### config.mk
export PLATFORM = sky130hd
export DESIGN_NAME = ddr_cmd_tracker
export DESIGN_NICKNAME = d
export VERILOG_FILES = /design/src/rtl/ddrcmd_pkg.sv /design/src/rtl/ddrcmd_decode.sv /design/src/rtl/ddrcmd_bank.sv /design/src/rtl/ddrcmd_burst.sv /design/src/rtl/ddrcmd_power.sv /design/src/rtl/ddr_cmd_tracker.sv
export SDC_FILE = /design/constraint.sdc
export NUM_CORES = 1
export LEC_CHECK = 0
export BUFFER_PORTS_ARGS = -buffer_cell sky130_fd_sc_hd__buf_2
export CELL_PAD_IN_SITES_DETAIL_PLACEMENT = 1
export CELL_PAD_IN_SITES_GLOBAL_PLACEMENT = 1
export CORE_MARGIN = 1
export CORE_UTILIZATION = 40
export DETAILED_ROUTE_END_ITERATION = 12
export MAX_ROUTING_LAYER = met4
export PLACE_DENSITY_LB_ADDON = 0.15
export SYNTH_ARGS = -nofsm -noshare
export SYNTH_HDL_FRONTEND = slang
export SYNTH_SLANG_ARGS = --single-unit
export TNS_END_PERCENT = 1
### constraint.sdc
create_clock -name clk -period 4.8 [get_ports clk]
set_input_delay 0.96 -clock clk [delete_from_list [all_inputs] [get_ports clk]]
set_output_delay 0.96 -clock clk [all_outputs]
set_load 0.05 [all_outputs]
### src/rtl/ddrcmd_pkg.sv
package ddrcmd_pkg;
  typedef enum logic [2:0] {
    CMD_NOP = 3'd0,
    CMD_ACT = 3'd1,
    CMD_RD  = 3'd2,
    CMD_WR  = 3'd3,
    CMD_PRE = 3'd4,
    CMD_REF = 3'd5,
    CMD_MRS = 3'd6
  } cmd_e;

  typedef enum logic [1:0] {
    PWR_ACTIVE = 2'd0,
    PWR_DOWN   = 2'd1,
    PWR_SELF   = 2'd2
  } pwr_e;

  // clock cycles a burst occupies for a burst-length code (two beats per cycle)
  function automatic logic [2:0] burst_cycles(input logic [2:0] code);
    case (code)
      3'd2:    burst_cycles = 3'd2;
      3'd3:    burst_cycles = 3'd4;
      default: burst_cycles = 3'd1;
    endcase
  endfunction
endpackage

### src/rtl/ddrcmd_decode.sv
module ddrcmd_decode
  import ddrcmd_pkg::*;
(
  input  logic ras_n,
  input  logic cas_n,
  input  logic we_n,
  output cmd_e cmd
);
  always_comb begin
    case ({ras_n, cas_n, we_n})
      3'b011:  cmd = CMD_ACT;
      3'b101:  cmd = CMD_RD;
      3'b100:  cmd = CMD_WR;
      3'b010:  cmd = CMD_PRE;
      3'b001:  cmd = CMD_REF;
      3'b000:  cmd = CMD_MRS;
      default: cmd = CMD_NOP;
    endcase
  end
endmodule

### src/rtl/ddrcmd_bank.sv
module ddrcmd_bank #(
  parameter int ROW_W = 12
) (
  input  logic             clk,
  input  logic             rst_n,
  input  logic             open_req,
  input  logic             close_req,
  input  logic [ROW_W-1:0] row_in,
  output logic             is_open,
  output logic [ROW_W-1:0] row_q
);
  always_ff @(posedge clk) begin
    if (!rst_n) begin
      is_open <= 1'b0;
      row_q   <= '0;
    end else if (open_req) begin
      is_open <= 1'b1;
      row_q   <= row_in;
    end else if (close_req) begin
      is_open <= 1'b0;
    end
  end
endmodule

### src/rtl/ddrcmd_burst.sv
module ddrcmd_burst #(
  parameter int BANK_W = 2,
  parameter int CNT_W  = 3
) (
  input  logic              clk,
  input  logic              rst_n,
  input  logic              start,
  input  logic              start_ap,
  input  logic [BANK_W-1:0] start_bank,
  input  logic [CNT_W-1:0]  start_len,
  input  logic              cancel_all,
  input  logic              cancel_one,
  input  logic [BANK_W-1:0] cancel_bank,
  output logic              pend,
  output logic [BANK_W-1:0] pend_bank,
  output logic              close_now
);
  logic [CNT_W-1:0] cnt;

  // pending bank closes on its last cycle, or early when a new burst cuts it short
  assign close_now = pend && (start || cnt == CNT_W'(1));

  always_ff @(posedge clk) begin
    if (!rst_n) begin
      cnt       <= '0;
      pend      <= 1'b0;
      pend_bank <= '0;
    end else if (start) begin
      cnt       <= start_len;
      pend      <= start_ap;
      pend_bank <= start_bank;
    end else begin
      if (cnt != '0) cnt <= cnt - CNT_W'(1);
      if (cnt == CNT_W'(1) || cancel_all || (cancel_one && cancel_bank == pend_bank))
        pend <= 1'b0;
    end
  end
endmodule

### src/rtl/ddrcmd_power.sv
module ddrcmd_power
  import ddrcmd_pkg::*;
(
  input  logic clk,
  input  logic rst_n,
  input  logic cke,
  input  logic ref_seen,
  output pwr_e state
);
  always_ff @(posedge clk) begin
    if (!rst_n)                  state <= PWR_ACTIVE;
    else if (cke)                state <= PWR_ACTIVE;
    else if (state == PWR_ACTIVE) state <= ref_seen ? PWR_SELF : PWR_DOWN;
  end
endmodule

### src/rtl/ddr_cmd_tracker.sv
module ddr_cmd_tracker
  import ddrcmd_pkg::*;
#(
  parameter int NUM_BANKS = 4,
  parameter int ROW_W     = 12,
  parameter int COL_W     = 9,
  parameter int ADDR_W    = 12,
  parameter int AP_BIT    = 10,
  parameter int BL_LSB    = 0,
  parameter int CL_LSB    = 4,
  localparam int BANK_W   = $clog2(NUM_BANKS),
  localparam int CNT_W    = 3
) (
  input  logic                       clk,
  input  logic                       rst_n,
  input  logic                       cke,
  input  logic                       cs_n,
  input  logic                       ras_n,
  input  logic                       cas_n,
  input  logic                       we_n,
  input  logic [BANK_W-1:0]          ba,
  input  logic [ADDR_W-1:0]          addr,
  output logic                       cmd_valid,
  output logic [2:0]                 cmd_code,
  output logic [BANK_W-1:0]          cmd_bank,
  output logic [ADDR_W-1:0]          cmd_addr,
  output logic                       cmd_ap,
  output logic                       proto_err,
  output logic [1:0]                 pwr_state,
  output logic [NUM_BANKS-1:0]       bank_open,
  output logic [NUM_BANKS*ROW_W-1:0] bank_rows,
  output logic [2:0]                 mode_bl,
  output logic [2:0]                 mode_cl
);
  cmd_e pin_cmd, cur;
  pwr_e pwr;
  logic dec_en, is_rw, is_act, is_pre, is_mrs, err, accept;
  logic pre_all, pre_one, rw_go;
  logic pend, close_now;
  logic [BANK_W-1:0] pend_bank;

  ddrcmd_decode u_dec (.ras_n(ras_n), .cas_n(cas_n), .we_n(we_n), .cmd(pin_cmd));

  assign dec_en  = cke && !cs_n;
  assign cur     = dec_en ? pin_cmd : CMD_NOP;
  assign is_rw   = (cur == CMD_RD) || (cur == CMD_WR);
  assign is_act  = (cur == CMD_ACT);
  assign is_pre  = (cur == CMD_PRE);
  assign is_mrs  = (cur == CMD_MRS);
  assign err     = (is_rw && (!bank_open[ba] || (pend && pend_bank == ba)))
                || (is_act && bank_open[ba]);
  assign accept  = (cur != CMD_NOP) && !err;
  assign pre_all = accept && is_pre && addr[AP_BIT];
  assign pre_one = accept && is_pre && !addr[AP_BIT];
  assign rw_go   = accept && is_rw;

  ddrcmd_burst #(.BANK_W(BANK_W), .CNT_W(CNT_W)) u_burst (
    .clk(clk), .rst_n(rst_n),
    .start(rw_go), .start_ap(addr[AP_BIT]), .start_bank(ba),
    .start_len(burst_cycles(mode_bl)),
    .cancel_all(pre_all), .cancel_one(pre_one), .cancel_bank(ba),
    .pend(pend), .pend_bank(pend_bank), .close_now(close_now)
  );

  for (genvar gi = 0; gi < NUM_BANKS; gi++) begin : g_bank
    logic opn, cls;
    assign opn = accept && is_act && ba == BANK_W'(gi);
    assign cls = pre_all || (pre_one && ba == BANK_W'(gi))
              || (close_now && pend_bank == BANK_W'(gi));
    ddrcmd_bank #(.ROW_W(ROW_W)) u_bank (
      .clk(clk), .rst_n(rst_n), .open_req(opn), .close_req(cls),
      .row_in(addr[ROW_W-1:0]), .is_open(bank_open[gi]),
      .row_q(bank_rows[gi*ROW_W +: ROW_W])
    );
  end

  ddrcmd_power u_pwr (
    .clk(clk), .rst_n(rst_n), .cke(cke),
    .ref_seen(!cs_n && pin_cmd == CMD_REF), .state(pwr)
  );
  assign pwr_state = pwr;

  always_ff @(posedge clk) begin
    if (!rst_n) begin
      cmd_valid <= 1'b0;
      cmd_code  <= CMD_NOP;
      cmd_bank  <= '0;
      cmd_addr  <= '0;
      cmd_ap    <= 1'b0;
      proto_err <= 1'b0;
      mode_bl   <= 3'd1;
      mode_cl   <= 3'd2;
    end else begin
      cmd_valid <= accept;
      proto_err <= err;
      cmd_code  <= accept ? cur : CMD_NOP;
      cmd_bank  <= '0;
      cmd_addr  <= '0;
      cmd_ap    <= 1'b0;
      if (accept) begin
        case (cur)
          CMD_ACT: begin
            cmd_bank <= ba;
            cmd_addr <= ADDR_W'(addr[ROW_W-1:0]);
          end
          CMD_RD, CMD_WR: begin
            cmd_bank <= ba;
            cmd_addr <= ADDR_W'(addr[COL_W-1:0]);
            cmd_ap   <= addr[AP_BIT];
          end
          CMD_PRE: begin
            cmd_bank <= addr[AP_BIT] ? '0 : ba;
            cmd_ap   <= addr[AP_BIT];
          end
          CMD_MRS: cmd_addr <= addr;
          default: ;
        endcase
      end
      if (accept && is_mrs) begin
        mode_bl <= addr[BL_LSB +: 3];
        mode_cl <= addr[CL_LSB +: 3];
      end
    end
  end
endmodule

==> results.yml, run 1 <==
synthesis:
  async_flop_share_pct: 0
  ys_ff_latch: 86
  synth_cells: 360
  synthDistinctLibCells: 48
  ys_seq_area_share_pct: 48.97
  yosysTopAreaCellShare_pct: 48.97
  synth_top_family_by_area: "simple AND/OR/NAND/NOR gates"
  synth-compound-area-share_pct: 16.33
  synth_edf_count: 0
  yosysTopAreaCell: "dfxtp_1"
  yosysWarnings: 0
  synthesis.nets: 384
  synth.mux.area_fraction_pct: 2.954
  synth_fa_ha_area_share_pct: 1.068
  yosys.area_share.simple_pct: 22.38
  syn_area_per_cell_sq_um: 9.766
  synthTopCellsByArea: "dfxtp_1 (49%), o21ai_2 (6.2%), nand3_1 (5.4%)"
  synthXorXnorAreaFrac_pct: 0.9964
  syn_area_sq_mm: 0.003516
  ys.flop_type: "dfxtp_1"
min_path:
  holdPathStages: 2
  hp-class: "flip-flop to flip-flop"
final_layout:
  fin_cells: 549
  layout_commonest_cell: "buf_2"
  fin_util_pct: 49.86
  fillCellCount: 1013
  multiInputGateArea_sq_mm: 0.001538
  antennaDiodeCount: 0
  design_area_sq_mm: 0.004159
  layout.area.seq_sq_mm: 0.001722
  layout-drive-gt1-share_pct: 37.16
  finalNetCount: 463
  final_cell_mix: "buf_2 (100), dfxtp_1 (86), nand3_1 (38)"
  area_growth_pct: 18.29
timing:
  fin_crit_ps: 2951
  clock.fmax_ghz: 0.3389
  clock_skew_ps: 5.487
  grt_setup_unrepaired: "false"
  period_share_pct: 61.47
  setup_slack_ps: 1849
  finalSetupTns_ps: 0
  hold_violations: 0
  slew_viol_final: 0
  hold_ws_ps: 460.5
  tightest_slew_ps: 1128
  slew_headroom_pct: 24.77
  setup_violations: 0
setup_path:
  critPathKind: "input pin to flip-flop"
  cp.arrival_ps: 3160
  crit_path_end_kind: "flip-flop"
  worstPathRequired_ps: 5010
  r2r_cells: 4
  crit_fanout: 24
  worst_setup_path_start_kind: "input pin"
pwr:
  p_int_mw: 1.087
  leakage_nw: 1.858
  ir_drop_mv: 0.1475
  power.density_mw_per_mm2: 356.7
  p_comb_share_pct: 11.8
  seqPwrFrac_pct: 50.0
  sw_frac_of_total_pct: 26.70
  power_mw: 1.483
  p_switching_mw: 0.3960
  clock_power_share_pct: 38.2
grt:
  grt_use_met2_pct: 36.25
  grt_start_max_net_pins: 48
  grt_pass1_wl_mm: 14.71
  grt_util_all_layers_pct: 22.11
  grt_antenna_before_repair: 0
  top_usage_layer: "met2"
  overflow: 0
  grt_pass1_vias: 2878
  grt_util_met3_pct: 3.318
  use_met1_pct: 27.65
place:
  dp.cells: 533
  dpl.hpwl_mm: 6.772
  placed_cell_area_sq_mm: 0.003940
  gp_congestion: 0.9057
  dpl_worst_slack_ps: 1507
  port_buffers: 100
floorplanning:
  die_w_um: 95.76
  fp.coreArea_sq_mm: 0.008341
  dieArea_sq_mm: 0.009169
  rows: 33
  pin_count: 101
  initial_core_util_pct: 42.15
  die_y_um: 95.76
clock_tree:
  cts_tree: "yes"
  hold_buffers: 0
  clkSinkCount: 86
  cts.clk_slew.worst_paths_ps: 90
  clock_path_buffers: 2
  post-cts-setup-buffer-count: 0
  cts-root-buf: "clkbuf_8"
  cts_resized: 0
  htree_num_levels: 3
  clock_latency_ps: 350
  cts_buffers: 9
routing:
  drt_iter0_markers: 101
  firstDrtPassIters: 4
  drc: 0
  postRouteAntennaNets: 0
  drt-total-wl_mm: 9.573
  wire_per_inst_um: 17.44
  via_per_inst: 5.328
  num_vias: 2925
flow_run:
  drv_cap: 0
outcome:
  status: "finished clean"
==> synth_stat cells, types with 8 or more instances <==
library cell and n:
and3_1 11, buf_6 10, clkbuf_1 10, dfxtp_1 86, inv_1 9, nand2_1 20
nand2b_1 8, nand3_1 38, nand3_2 17, nor2_1 15, o21ai_1 23, o21ai_2 25
==> area by class of cell <==
cell class,instances,share of cell area (%)
Clock inverter,7,2.286
Tap cell,105,3.159
Multi-Input combinational cell,231,36.97
Timing Repair Buffer,102,12.39
Clock buffer,9,2.978
Inverter,9,0.8123
Sequential cell,86,41.40
==> cell families (layout without fill, tap and decap cells) <==
family	Yosys count	in the layout
fa+ha+maj	3	3
flops	86	86
xor+xnor	4	4
simple gates	134	134
compound gates	81	81
mux	9	9
buf+inv	43	127
==> power groups by stage <==
stage	clock network (mW)	logic [mW]	registers, mW
floorplan	0	0.110	0.777
global placement	0	0.172	0.758
detailed placement	0	0.175	0.759
CTS	0.577	0.177	0.742
global route	0.605	0.194	0.744
finish	0.566	0.176	0.742
==> flip-flops by register name, indices dropped and copies added, names as in the netlist <==
signal and cells:
g_bank.u_bank.is_open 4, mode_cl 3, u_burst.pend_bank 2, u_burst.cnt 3, cmd_valid 1, cmd_addr 12, u_pwr.state 2, proto_err 1
g_bank.u_bank.row_q 48, cmd_ap 1, cmd_bank 2, u_burst.pend 1, cmd_code 3, mode_bl 3
==> worst paths after layout <==
kind | start | to | slack (ps)
worst max-delay path | ba[0] | g_bank[3].u_bank.row_q[0]$_SDFFE_PN0P_ | 1850
worst min-delay path | g_bank[1].u_bank.row_q[5]$_SDFFE_PN0P_ | g_bank[1].u_bank.row_q[5]$_SDFFE_PN0P_ | 460
worst max register to register | g_bank[1].u_bank.is_open$_SDFFE_PN0P_ | g_bank[3].u_bank.row_q[0]$_SDFFE_PN0P_ | 2370
worst min register to register | g_bank[1].u_bank.row_q[5]$_SDFFE_PN0P_ | g_bank[1].u_bank.row_q[5]$_SDFFE_PN0P_ | 460
==> metal layers <==
metal | wire length, um | part of all wire [%] | vias to the layer above
met5 | 0 | 0 | -
met4 | 146 | 1.5 | 0
met3 | 359 | 3.8 | 12
met2 | 4607 | 48 | 79
met1 | 4461 | 47 | 1399
li1 | - | - | 1435
==> critical path, stage by stage <==
cell,delay [ps]
buf_2,190
mux4_2,610
or4_1,1030
nand3_1,290
o21ai_2,70
(Power assumes the default switching activity.)
==> run 2, diff against run 1 <==
--- a/config.mk
+++ b/config.mk
@@ -9,7 +9,7 @@
 export CELL_PAD_IN_SITES_DETAIL_PLACEMENT = 1
 export CELL_PAD_IN_SITES_GLOBAL_PLACEMENT = 1
 export CORE_MARGIN = 1
-export CORE_UTILIZATION = 40
+export CORE_UTILIZATION = 35
 export DETAILED_ROUTE_END_ITERATION = 12
 export MAX_ROUTING_LAYER = met4
 export PLACE_DENSITY_LB_ADDON = 0.15
==> constraint.sdc (replaced) <==
create_clock -name clk -period 2.5 [get_ports clk]
set_input_delay 0.5 -clock clk [delete_from_list [all_inputs] [get_ports clk]]
set_output_delay 0.5 -clock clk [all_outputs]
set_load 0.05 [all_outputs]
==> run 2 against run 1 <==
Effect of this change:
- sequential power up 93%
- largest power group unchanged
- sequential cell count unchanged
- largest cell class unchanged
- clock-buffer cell count up 1
- wire length up 0.45%
- clock power up 110%
- final cell count up 6.9%
- sequential share of layout area down 1.6 points
==> results.yml, run 2 (synthesis gave the netlist of run 1 again) <==
final_layout:
  layout-drive-gt1-share_pct: 38.41
  largest_reg_flops: 48
  fillCellCount: 1170
  finalNetCount: 472
  multiInputGateArea_sq_mm: 0.001538
  reg_top3: "g_bank.u_bank.row_q (48), cmd_addr (12), g_bank.u_bank.is_open (4)"
  layout.area.seq_sq_mm: 0.001722
  layout_commonest_cell: "buf_2"
  fin_cells: 587
  area_growth_pct: 23.02
  design_area_sq_mm: 0.004325
  regMostFlops: "g_bank.u_bank.row_q"
  final_cell_mix: "buf_2 (100), dfxtp_1 (86), nand3_1 (38)"
  fin_util_pct: 44.25
timing:
  fin_crit_ps: 2024
  hold_violations: 0
  slew_viol_final: 0
  setup_violations: 0
  clock.fmax_ghz: 0.4941
  slew_headroom_pct: 68.91
  tightest_slew_ps: 464.7
  grt_setup_unrepaired: "false"
  setup_slack_ps: 475.9
  period_share_pct: 80.96
  finalSetupTns_ps: 0
  clock_skew_ps: 9.292
place:
  gp_congestion: 0.8457
  placed_cell_area_sq_mm: 0.004068
  dpl_worst_slack_ps: 178.8
  dpl.hpwl_mm: 6.991
  dp.cells: 570
  port_buffers: 100
setup_path:
  r2r_slack_ps: 480
  crit_path_end_kind: "flip-flop"
  cp-startpoint: "g_bank[0].u_bank.is_open$_SDFFE_PN0P_"
  cp-endpoint: "g_bank[1].u_bank.row_q[10]$_SDFFE_PN0P_"
  slowest_delay_ps: 750
  crit_fanout: 24
  rr_startpoint: "g_bank[0].u_bank.is_open$_SDFFE_PN0P_"
  crit_chain: "mux4_2 -> or4_4 -> nand3_1 -> o21ai_2"
  worstPathRequired_ps: 2730
  r2r_cells: 4
  r2r-end: "g_bank[1].u_bank.row_q[10]$_SDFFE_PN0P_"
  critPathKind: "flip-flop to flip-flop"
  cp_slowest_cell: "or4_4"
  worst_setup_path_start_kind: "flip-flop"
  cp.arrival_ps: 2260
floorplanning:
  die_w_um: 102.2
  fp.coreArea_sq_mm: 0.009774
  initial_core_util_pct: 35.97
  pin_count: 101
  dieArea_sq_mm: 0.01045
  rows: 36
  die_y_um: 102.2
pwr:
  sw_frac_of_total_pct: 25.22
  p_switching_mw: 0.7508
  p_comb_share_pct: 11.4
  ir_drop_mv: 0.2604
  power.density_mw_per_mm2: 688.4
  leakage_nw: 1.925
  p_int_mw: 2.227
  seqPwrFrac_pct: 47.9
  clock_power_share_pct: 40.8
routing:
  via_per_inst: 5.029
  firstDrtPassIters: 4
  wire_per_inst_um: 16.38
  num_vias: 2952
  drc: 0
  drt_iter0_markers: 67
  postRouteAntennaNets: 0
  drt-total-wl_mm: 9.616
grt:
  grt_antenna_before_repair: 1
  grt_util_all_layers_pct: 19.69
  grt_start_max_net_pins: 68
  grt_pass1_vias: 2866
  grt_pass1_wl_mm: 15.07
  overflow: 0
outcome:
  status: "finished clean"
flow_run:
  drv_cap: 0
clock_tree:
  clock_latency_ps: 350
  cts_tree: "yes"
  cts_resized: 0
  clkSinkCount: 86
  post-cts-setup-buffer-count: 0
  htree_num_levels: 3
  hold_buffers: 0
  cts_buffers: 9
  cts-root-buf: "clkbuf_8"
  clock_path_buffers: 2
  cts.clk_slew.worst_paths_ps: 90
min_path:
  hp-class: "input pin to flip-flop"
-- run 2: cell count changes in the layout (fill, tap and decap cells not counted) --
cell	change
buf_4	+7
diode_2	+1
clkbuf_8	+1
inv_8	+1
bufinv_16	+1
clkinv_4	+1
inv_6	-2
buf_12	+2
clkinv_2	-2
-- run 2: worst min-delay path by stage --
stage                                                start                                endpoint  slack, ps  cells after the start
floorplan            g_bank[3].u_bank.is_open$_SDFFE_PN0P_   g_bank[3].u_bank.is_open$_SDFFE_PN0P_        490                      2
CTS                                               addr[11]                 cmd_addr[11]$_SDFF_PN0_        360                      2
global placement    g_bank[2].u_bank.row_q[5]$_SDFFE_PN0P_  g_bank[2].u_bank.row_q[5]$_SDFFE_PN0P_        440                      2
finish                                            addr[11]                 cmd_addr[11]$_SDFF_PN0_        380                      2
global route                                       addr[9]                  cmd_addr[9]$_SDFF_PN0_        350                      2
detailed placement  g_bank[3].u_bank.row_q[9]$_SDFFE_PN0P_  g_bank[3].u_bank.row_q[9]$_SDFFE_PN0P_        450                      2
-- run 2: layout make-up --
class                      count  area share (%)
timing repair buffer         111           14.06
clock buffer                  10           3.182
inverter                       9          0.7810
sequential                    86           39.80
tap                          133           3.847
multi-input combinational    231           35.55
clock inverter                 6           2.719
antenna                        1         0.05785
-- run 2: routing by layer --
metal	track usage, %	vias to the layer above	share of wire [%]
met2	31.34	74	47
met1	24.66	1414	47
met3	4.720	9	4.1
li1	-	1455	-
met4	6.044	0	1.2
met5	-	-	0
-- run 2: per-stage QoR --
step | power [mW] | hold WS [ps]
final | 2.978 | 375.5
after global routing | 3.118 | 352.6
after CTS | 3.021 | 358.4
after detailed placement | 1.798 | 446.3
after global placement | 1.791 | 444.2
after floorplan | 1.704 | 487.6
-- run 2: power by group through the flow --
stage                     Combinational [mW]  Clock (mW)  Sequential [mW]
final                                  0.339        1.21             1.43
after global routing                   0.375        1.31             1.43
after global placement                 0.335           0             1.46
after CTS                              0.343        1.25             1.43
after floorplan                        0.212           0             1.49
after detailed placement               0.341           0             1.46
-- run 2: worst max-delay path: cells and delay by family (launching register included) --
| kind | cells | cell delay [ps] |
|---|---|---|
| compound gates | 1 | 60 |
| simple gates | 2 | 930 |
| mux | 1 | 560 |
| flops | 1 | 350 |
